<file path="config.mk">
export PLATFORM = sky130hd
export DESIGN_NAME = masked_event_combiner
export DESIGN_NICKNAME = d
export VERILOG_FILES = /design/src/rtl/evcomb_pkg.sv /design/src/rtl/evcomb_flags.sv /design/src/rtl/evcomb_regs.sv /design/src/rtl/evcomb_tree.sv /design/src/rtl/masked_event_combiner.sv
export SDC_FILE = /design/constraint.sdc
export NUM_CORES = 1
export LEC_CHECK = 0
export ABC_AREA = 1
export BUFFER_PORTS_ARGS = -buffer_cell sky130_fd_sc_hd__buf_2
export CORE_UTILIZATION = 55
export DETAILED_ROUTE_END_ITERATION = 12
export PLACE_DENSITY_LB_ADDON = 0.3
export SETUP_SLACK_MARGIN = 0.3
export SLEW_MARGIN = 20
export SYNTH_ARGS = -nofsm -noshare
export SYNTH_HDL_FRONTEND = slang
export SYNTH_HIERARCHICAL = 1
export SYNTH_SLANG_ARGS = --single-unit
</file>
<file path="constraint.sdc">
create_clock -name clk -period 3.1 [get_ports clk]
set_clock_uncertainty 0.15 [all_clocks]
set_input_delay 0.93 -clock clk [delete_from_list [all_inputs] [get_ports clk]]
set_output_delay 0.93 -clock clk [all_outputs]
set_load 0.01 [all_outputs]
</file>
<file path="src/rtl/evcomb_pkg.sv">
package evcomb_pkg;
  typedef enum logic [1:0] {
    GRP_FLAG  = 2'd0,
    GRP_EMASK = 2'd1,
    GRP_XMASK = 2'd2,
    GRP_NONE  = 2'd3
  } reg_grp_e;
endpackage

</file>
<file path="src/rtl/evcomb_flags.sv">
module evcomb_flags #(
  parameter int NB = 4,
  parameter int BW = 32
) (
  input  logic             clk,
  input  logic             rst_n,
  input  logic [NB*BW-1:0] evt_i,
  input  logic [NB*BW-1:0] clr_i,
  output logic [NB*BW-1:0] flag_o
);
  localparam int EW = NB * BW;

  logic [EW-1:0] evt_prev_q, flag_q, flag_d;

  // Next state: set on a rising edge, and the set beats a clear
  always_comb begin
    flag_d = (flag_q & ~clr_i) | (evt_i & ~evt_prev_q);
  end

  always_ff @(posedge clk or negedge rst_n) begin
    if (!rst_n) begin
      evt_prev_q <= '0;
      flag_q     <= '0;
    end else begin
      evt_prev_q <= evt_i;
      flag_q     <= flag_d;
    end
  end

  assign flag_o = flag_q;

  // a set flag only drops for a bit that was being cleared
  p_flag_sticky_r3: assert property (@(posedge clk) disable iff (!rst_n)
    ((($past(flag_q) & ~$past(clr_i)) & ~flag_q) == '0));

  // a rising edge on an input always leaves its flag set
  p_edge_sets_r2: assert property (@(posedge clk) disable iff (!rst_n)
    (($past(evt_i & ~evt_prev_q) & ~flag_q) == '0));
endmodule

</file>
<file path="src/rtl/evcomb_regs.sv">
module evcomb_regs
  import evcomb_pkg::*;
#(
  parameter int NB = 4,
  parameter int BW = 32
) (
  input  logic                        clk,
  input  logic                        rst_n,
  input  logic                        wr_en_i,
  input  logic [$clog2(NB)+1:0]       addr_i,
  input  logic [BW-1:0]               wdata_i,
  input  logic [NB*BW-1:0]            flag_i,
  output logic [NB*BW-1:0]            emask_o,
  output logic [NB*BW-1:0]            xmask_o,
  output logic [NB*BW-1:0]            clr_o,
  output logic [BW-1:0]               rdata_o
);
  localparam int SW = $clog2(NB);

  reg_grp_e        grp;
  logic [SW-1:0]   bsel;

  assign grp  = reg_grp_e'(addr_i[SW+1:SW]);
  assign bsel = addr_i[SW-1:0];

  for (genvar b = 0; b < NB; b++) begin : g_bank
    logic          hit;
    logic [BW-1:0] em_q, em_d, xm_q, xm_d;

    assign hit = wr_en_i && (bsel == SW'(b));

    always_comb begin
      em_d = em_q;
      xm_d = xm_q;
      if (hit && grp == GRP_EMASK) em_d = wdata_i;
      if (hit && grp == GRP_XMASK) xm_d = wdata_i;
    end

    always_ff @(posedge clk or negedge rst_n) begin
      if (!rst_n) begin
        em_q <= '1;
        xm_q <= '1;
      end else begin
        em_q <= em_d;
        xm_q <= xm_d;
      end
    end

    assign emask_o[b*BW +: BW] = em_q;
    assign xmask_o[b*BW +: BW] = xm_q;
    assign clr_o[b*BW +: BW]   = (hit && grp == GRP_FLAG) ? wdata_i : '0;
  end

  always_comb begin
    unique case (grp)
      GRP_FLAG:  rdata_o = flag_i[bsel*BW +: BW];
      GRP_EMASK: rdata_o = emask_o[bsel*BW +: BW];
      GRP_XMASK: rdata_o = xmask_o[bsel*BW +: BW];
      default:   rdata_o = '0;
    endcase
  end
endmodule

</file>
<file path="src/rtl/evcomb_tree.sv">
module evcomb_tree #(
  parameter int NB  = 4,
  parameter int BW  = 32,
  parameter int RSV = 4
) (
  input  logic             clk,
  input  logic             rst_n,
  input  logic [NB*BW-1:0] flag_i,
  input  logic [NB*BW-1:0] emask_i,
  input  logic [NB*BW-1:0] xmask_i,
  output logic [NB-1:0]    comb_o,
  output logic             exc_o
);
  localparam logic [BW-1:0] KEEP0 = ~BW'((64'd1 << RSV) - 64'd1);

  logic [NB-1:0] comb_d, comb_q, xpart;
  logic          exc_d, exc_q;

  for (genvar k = 0; k < NB; k++) begin : g_bank
    localparam logic [BW-1:0] KEEP = (k == 0) ? KEEP0 : {BW{1'b1}};
    logic [BW-1:0] fl;
    assign fl       = flag_i[k*BW +: BW] & KEEP;
    assign comb_d[k] = |(fl & ~emask_i[k*BW +: BW]);
    assign xpart[k]  = |(fl & ~xmask_i[k*BW +: BW]);
  end

  assign exc_d = |xpart;

  always_ff @(posedge clk or negedge rst_n) begin
    if (!rst_n) begin
      comb_q <= '0;
      exc_q  <= 1'b0;
    end else begin
      comb_q <= comb_d;
      exc_q  <= exc_d;
    end
  end

  assign comb_o = comb_q;
  assign exc_o  = exc_q;

  // any combined level has a set flag behind it one edge earlier
  p_comb_cause_r6: assert property (@(posedge clk) disable iff (!rst_n)
    (|comb_q) |-> $past(|flag_i));

  // the exception level has a set flag behind it one edge earlier
  p_exc_cause_r8: assert property (@(posedge clk) disable iff (!rst_n)
    exc_q |-> $past(|(flag_i[NB*BW-1:RSV])));

  // bank 0 only fires from flags above the reserved range
  p_rsv_excluded_r7: assert property (@(posedge clk) disable iff (!rst_n)
    comb_q[0] |-> $past(|(flag_i[BW-1:RSV])));
endmodule

</file>
<file path="src/rtl/masked_event_combiner.sv">
module masked_event_combiner #(
  parameter int NB  = 4,
  parameter int BW  = 32,
  parameter int RSV = 4,
  localparam int EW = NB * BW,
  localparam int AW = $clog2(NB) + 2
) (
  input  logic          clk,
  input  logic          rst_n,
  input  logic [EW-1:0] evt_i,
  input  logic          wr_en_i,
  input  logic [AW-1:0] addr_i,
  input  logic [BW-1:0] wdata_i,
  output logic [BW-1:0] rdata_o,
  output logic [NB-1:0] comb_o,
  output logic          exc_o
);
  logic [EW-1:0] flag, emask, xmask, clr;

  evcomb_flags #(.NB(NB), .BW(BW)) u_flags (
    .clk(clk), .rst_n(rst_n), .evt_i(evt_i), .clr_i(clr), .flag_o(flag)
  );

  evcomb_regs #(.NB(NB), .BW(BW)) u_regs (
    .clk(clk), .rst_n(rst_n), .wr_en_i(wr_en_i), .addr_i(addr_i),
    .wdata_i(wdata_i), .flag_i(flag), .emask_o(emask), .xmask_o(xmask),
    .clr_o(clr), .rdata_o(rdata_o)
  );

  evcomb_tree #(.NB(NB), .BW(BW), .RSV(RSV)) u_tree (
    .clk(clk), .rst_n(rst_n), .flag_i(flag), .emask_i(emask),
    .xmask_i(xmask), .comb_o(comb_o), .exc_o(exc_o)
  );
endmodule

</file>
==> impl_metrics.csv, run 1 <==
group,metric,value,unit
power,ir_worst_vdd,444,uV
logic_synthesis,avgSynthCellArea,7.33,um2
timing,worst_slack,-0.393,ns
clock_network,clk_pin_slew_worst_paths,0.06,ns
critical_path,critPathArrivalTime,2.41,ns
place,place_hpwl,50000,um
global_route,grt_max_degree,77,
routing,via_per_inst,5.28,
timing,finalSetupViolCount,32,
finish,fill_cells,3691,
global_route,grt_use_total,0.323,
clock_network,cts.sinks,517,
floorplanning,coreArea,45400,um2
floorplanning,pin_count,204,
finish,drive_above_1_share,0.235,
logic_synthesis,synth-edff-count,0,
timing,max_slew.worst_pin.slew,0.616,ns
timing,period_minus_slack,3.49,ns
logic_synthesis,synth-seq-cells,517,
finish,utilization,0.682,
routing,drt-total-wl,76100,um
place,post-place-ws,-0.463,ns
finish,synthToLayoutAreaGrowth,21.9,%
place,portBuffers,203,
routing,vias,22900,
logic_synthesis,syn-num-nets,3632,
critical_path,cp.required,2.02,ns
finish,final_cell_area,30900,um2
timing,fmax,0.286,GHz
hold_path,worstHoldPathType,"in2async",
floorplanning,fp.dieW,217,um
logic_synthesis,synth_top_area_frac,0.265,
logic_synthesis,async_flop_share,1.00,
floorplanning,std_cell_rows,78,
routing,ant_nets,0,
routing,drt_iter0_drc,2454,
global_route,first_global_vias,21700,
logic_synthesis,synth_top_flop_cell,"dfrtp_1",
logic_synthesis,synth_area,25400,um2
logic_synthesis,seq_area_frac_synth,0.523,
global_route,grt_overflow,0,
finish,nNetsFinal,3866,
status,status,"finished, violations left",
clock_network,cts_buffer_depth,3,
critical_path,cp-start-kind,"primary input",
logic_synthesis,ys_warn_count,6,
floorplanning,die_h,217,um
routing,wl_per_cell,17.5,um
timing,rsz0062_at_grt,"yes",
place,routabilityCongestion,0.889,
critical_path,critical_path_class,"in2out",
routing,drtPass1Iterations,6,
clock_network,cts_tree,"done",
power,p_leak,0.0162,uW
global_route,antenna_found_initial,0,
floorplanning,initial_core_util,0.559,
place,placed_area,27900,um2
clock_network,clk_latency,0.61,ns
logic_synthesis,synth_area_leader_cell,"dfstp_2",
job,maxCapViolations,0,
logic_synthesis,yosysMostFrequentCell,"nand2_1",
global_route,grt_pass1_wl,118000,um
timing,maxSlewHeadroom,0.589,
logic_synthesis,synth.distinct_cells,23,
timing,fin_crit_sh,1.13,
clock_network,cts.htree.levels,2,
timing,drv_slew,0,
status,violations,"setup timing",
logic_synthesis,synth_area_leaders,"dfstp_2 27%, dfrtp_1 26%, nand2_1 20%",
power,pwr_density_cell,596,nW/um2
finish,antenna_cells,0,
logic_synthesis,netlist_instances,3461,
timing,hold_violations,0,
routing,drc,0,
logic_synthesis,netlist_top_cells_count,"1373 x nand2_1, 563 x inv_1, 280 x o21ai_0",
floorplanning,dieArea,47000,um2
clock_network,cts_buffers,55,
clock_network,cts_root_buffer,"clkbuf_16",
critical_path,crit_fanout,8,
critical_path,endpoint_kind,"primary output",
[logic make-up (layout without fill, tap and decap cells)]
family | after synthesis | in the layout | synth area share
buffers and inverters | 730 | 1010 | 0.111
adder cells (fa/ha/maj) | 4 | 4 | 0.00197
flip-flops | 517 | 517 | 0.523
AND/OR/NAND/NOR | 1830 | 1830 | 0.286
AO/OA/AOI/OAI | 380 | 380 | 0.0781
[placed cells by master, fill, tap and decap left out, drive strengths merged, types with 3 or more instances in the layout]
master  count
ha          4
dfstp     256
inv       565
clkbuf     98
o22ai      62
nor2      244
dfrtp     261
bufinv      3
clkinv      8
o21ai     317
nand2    1375
or2        42
nand3     168
buf       335
[final timing paths]
kind | slack (ns) | start | to | depth (start not counted)
worst max-delay path | -0.39 | addr_i[3] | rdata_o[21] | 12
worst min-delay path | 0.13 | rst_n | u_flags/flag_o[127]$_DFF_PN0_ | 1
worst max register to register | 1.13 | u_regs/g_bank[3].xm_q[28]$_DFFE_PN1P_ | u_tree/exc_o$_DFF_PN0_ | 9
worst min register to register | 0.32 | u_flags/evt_prev_q[71]$_DFF_PN0_ | u_flags/flag_o[71]$_DFF_PN0_ | 3
max in group asynchronous | 1.82 | rst_n | u_regs/g_bank[0].xm_q[9]$_DFFE_PN1P_ | 2
min in group clk | 0.28 | evt_i[61] | u_flags/evt_prev_q[61]$_DFF_PN0_ | 1
[power breakdown]
| group | internal (uW) | total, uW | switching, uW |
|---|---|---|---|
| Combinational | 1250 | 3010 | 1760 |
| Sequential | 8100 | 8790 | 688 |
| Clock | 3920 | 6640 | 2730 |
[critical path, cell delays in order]
cell and delay (ns):
buf_12 0.10, inv_12 0.03, ha_4 0.30, buf_12 0.15
buf_16 0.15, buf_12 0.15, nand3_2 0.06, o21ai_1 0.06
nand2_1 0.06, nand2_1 0.06, nor2_2 0.18, buf_2 0.16
[metrics by stage]
stage / setup TNS [ns] / cells / power, uW / hold WS [ns]
global placement: -12.70 / 4206 / 11400 / 0.304
global route: -11.77 / 4341 / 19200 / 0.152
CTS: -9.57 / 4329 / 18300 / 0.124
floorplan: 0 / 3461 / 10400 / 0.290
finish: -10.03 / 4341 / 18400 / 0.127
detailed placement: -13.42 / 4206 / 11500 / 0.309
[final cells by class]
class                   count  area, um2  share of cell area
clock inverters            12        136             0.00441
repair buffers            343       3060              0.0988
flip-flops and latches    517      13300               0.429
inverters                 564       2140              0.0691
clock buffers              91       1680              0.0542
multi-input cells        2214       9920               0.321
well taps                 600        751              0.0243
[metal layers]
layer / wire length (um) / track usage
met1: 30900 / 0.431
met4: 3200 / 0.136
met3: 6530 / 0.0548
met2: 35400 / 0.523
met5: 0 / 0
[sequential cells by signal, summed over array words and instances (netlist names)]
signal,count
u_regs/g_bank.em_q,128
u_tree/comb_o,4
u_regs/g_bank.xm_q,128
u_flags/flag_o,128
u_tree/exc_o,1
u_flags/evt_prev_q,128
[timing repair]
| action | in CTS | in global routing |
|---|---|---|
| hold buffers | 0 | 0 |
| pin swaps | 50 | 49 |
| gates cloned | 9 | 8 |
| endpoints found under the setup margin | 32 | 32 |
| resized for setup | 93 | 102 |
| setup buffers | 11 | 4 |
Power figures use the tool's default switching activity.
==> run 2, diff against run 1 <==
--- a/config.mk
+++ b/config.mk
@@ -7,6 +7,7 @@
 export LEC_CHECK = 0
 export ABC_AREA = 1
 export BUFFER_PORTS_ARGS = -buffer_cell sky130_fd_sc_hd__buf_2
+export CORE_MARGIN = 8
 export CORE_UTILIZATION = 55
 export DETAILED_ROUTE_END_ITERATION = 12
 export PLACE_DENSITY_LB_ADDON = 0.3
==> run 2 against run 1 <==
Net effect: the flow still finishes with violations (setup timing); die area is 13% higher; non-clock buffer count grew 13; highest routed layer unchanged; clock power up 6.0%.
==> impl_metrics.csv, run 2 (synthesized netlist as in run 1, its figures left out) <==
group,metric,value,unit
power,pwr_density_cell,603,nW/um2
finish,utilization,0.692,
timing,max_slew.worst_pin.slew,0.674,ns
critical_path,endpoint_kind,"primary output",
critical_path,r2r-start,"u_regs/g_bank[3].xm_q[26]$_DFFE_PN1P_",
global_route,antenna_found_initial,1,
timing,drv_slew,0,
timing,rsz0062_at_grt,"yes",
status,status,"finished, violations left",
routing,via_per_inst,5.31,
routing,drt-total-wl,79500,um
global_route,grt_overflow,0,
job,maxCapViolations,0,
clock_network,clk_pin_slew_worst_paths,0.06,ns
place,placed_area,27800,um2
routing,ant_nets,0,
finish,fill_cells,3611,
hold_path,worstHoldPathType,"in2async",
critical_path,cp-start-kind,"primary input",
global_route,first_global_vias,22300,
critical_path,crit_path_start,"addr_i[3]",
routing,drc,0,
routing,drt_iter0_drc,2417,
clock_network,hold_buffers,0,
power,p_leak,0.0165,uW
timing,finalSetupViolCount,32,
clock_network,cts_tree,"done",
critical_path,cp.required,2.02,ns
clock_network,clk_latency,0.62,ns
floorplanning,initial_core_util,0.558,
timing,maxSlewHeadroom,0.551,
floorplanning,pin_count,204,
routing,wl_per_cell,18.3,um
critical_path,r2r_slack,1.13,ns
finish,layout_commonest_cell,"nand2_1",
place,place_hpwl,51000,um
critical_path,crit_fanout,8,
clock_network,cts_buffer_depth,3,
timing,hold_violations,0,
place,routabilityCongestion,0.877,
critical_path,r2r_cells,9,
critical_path,r2r-end,"u_tree/exc_o$_DFF_PN0_",
timing,worst_slack,-0.350,ns
power,ir_worst_vdd,513,uV
routing,drtPass1Iterations,6,
floorplanning,std_cell_rows,78,
global_route,grt_pass1_wl,123000,um
finish,drive_above_1_share,0.238,
place,portBuffers,203,
floorplanning,coreArea,45500,um2
global_route,grt_use_total,0.290,
finish,synthToLayoutAreaGrowth,24.1,%
power,finalPower,19000,uW
global_route,grt_max_degree,72,
routing,vias,23100,
finish,nNetsFinal,3878,
floorplanning,die_h,231,um
timing,fin_crit_sh,1.11,
floorplanning,dieArea,53200,um2
clock_network,cts.htree.levels,2,
finish,final_cell_area,31500,um2
timing,fmax,0.290,GHz
timing,period_minus_slack,3.45,ns
floorplanning,fp.dieW,231,um
clock_network,cts.sinks,517,
critical_path,critical_path_class,"in2out",
status,violations,"setup timing",
clock_network,cts_buffers,54,
clock_network,cts_root_buffer,"clkbuf_16",
critical_path,critPathArrivalTime,2.37,ns
finish,layout_common_cells,"1326 x nand2_1, 560 x inv_1, 261 x dfrtp_1, 258 x o21ai_0, 256 x dfstp_2",
## run 2: changes by cell type in the layout (fill, tap and decap cells not counted), sizes merged
cell / before / now
buf: 335 / 346
bufinv: 3 / 10
clkbuf: 98 / 82
clkinv: 8 / 15
clkinvlp: 0 / 3
diode: 0 / 1
inv: 565 / 564
## run 2: timing repair
item | 4_1_cts | 5_1_grt
gates cloned | 16 | 9
endpoints found under the setup margin | 32 | 32
pin swaps | 36 | 54
resized for setup | 108 | 117
setup buffers | 18 | 4
## run 2: how the worst max path moves through the flow
stage	end	slack (ns)	cells after the start
after global routing	rdata_o[25]	-0.39	12
final	rdata_o[30]	-0.35	10
after global placement	rdata_o[13]	-0.38	10
after CTS	rdata_o[29]	-0.30	12
after detailed placement	rdata_o[0]	-0.39	11
after floorplan	rdata_o[20]	0.1	9
## run 2: worst max-delay path, cell delays in order
cell	delay [ns]
buf_12	0.09
inv_12	0.03
ha_4	0.31
buf_6	0.12
clkinvlp_4	0.15
buf_8	0.20
nand2_2	0.07
o21bai_1	0.08
nor2_2	0.20
buf_2	0.17
## run 2: power breakdown
part / switching [uW] / internal [uW] / leakage [uW] / total, uW
clock network: 2760 / 4280 / 0.000942 / 7040
logic: 1800 / 1330 / 0.0102 / 3130
registers: 702 / 8100 / 0.00537 / 8810
## run 2: metrics by stage
step | setup slack (ns) | setup TNS, ns | hold WS [ns] | instances
3_5_place_dp | -0.392 | -10.86 | 0.308 | 4204
3_3_place_gp | -0.380 | -10.39 | 0.305 | 4204
5_1_grt | -0.389 | -10.62 | 0.139 | 4353
6_report | -0.350 | -9.04 | 0.117 | 4353
4_1_cts | -0.296 | -8.50 | 0.124 | 4339
2_1_floorplan | 0.0983 | 0 | 0.290 | 3461
## run 2: area by class of cell
cell class,instances,area (um2),area share
clock inverters,28,402,0.0128
flip-flops and latches,517,13300,0.421
diodes,1,2.50,0.0000795
multi-input cells,2214,9940,0.316
inverters,564,2140,0.0680
repair buffers,356,3450,0.110
clock buffers,73,1530,0.0485
well taps,600,751,0.0239
## run 2: per-layer routing
metal  wire length [um]  part of all wire  global-route usage  up-vias
met3               7020             0.088              0.0481      193
met5                  0                 0                   0        -
met1              32000              0.40               0.386    10900
met4               3320             0.042               0.120        0
met2              37200              0.47               0.470     1119
li1                   -                 -                   -    10900
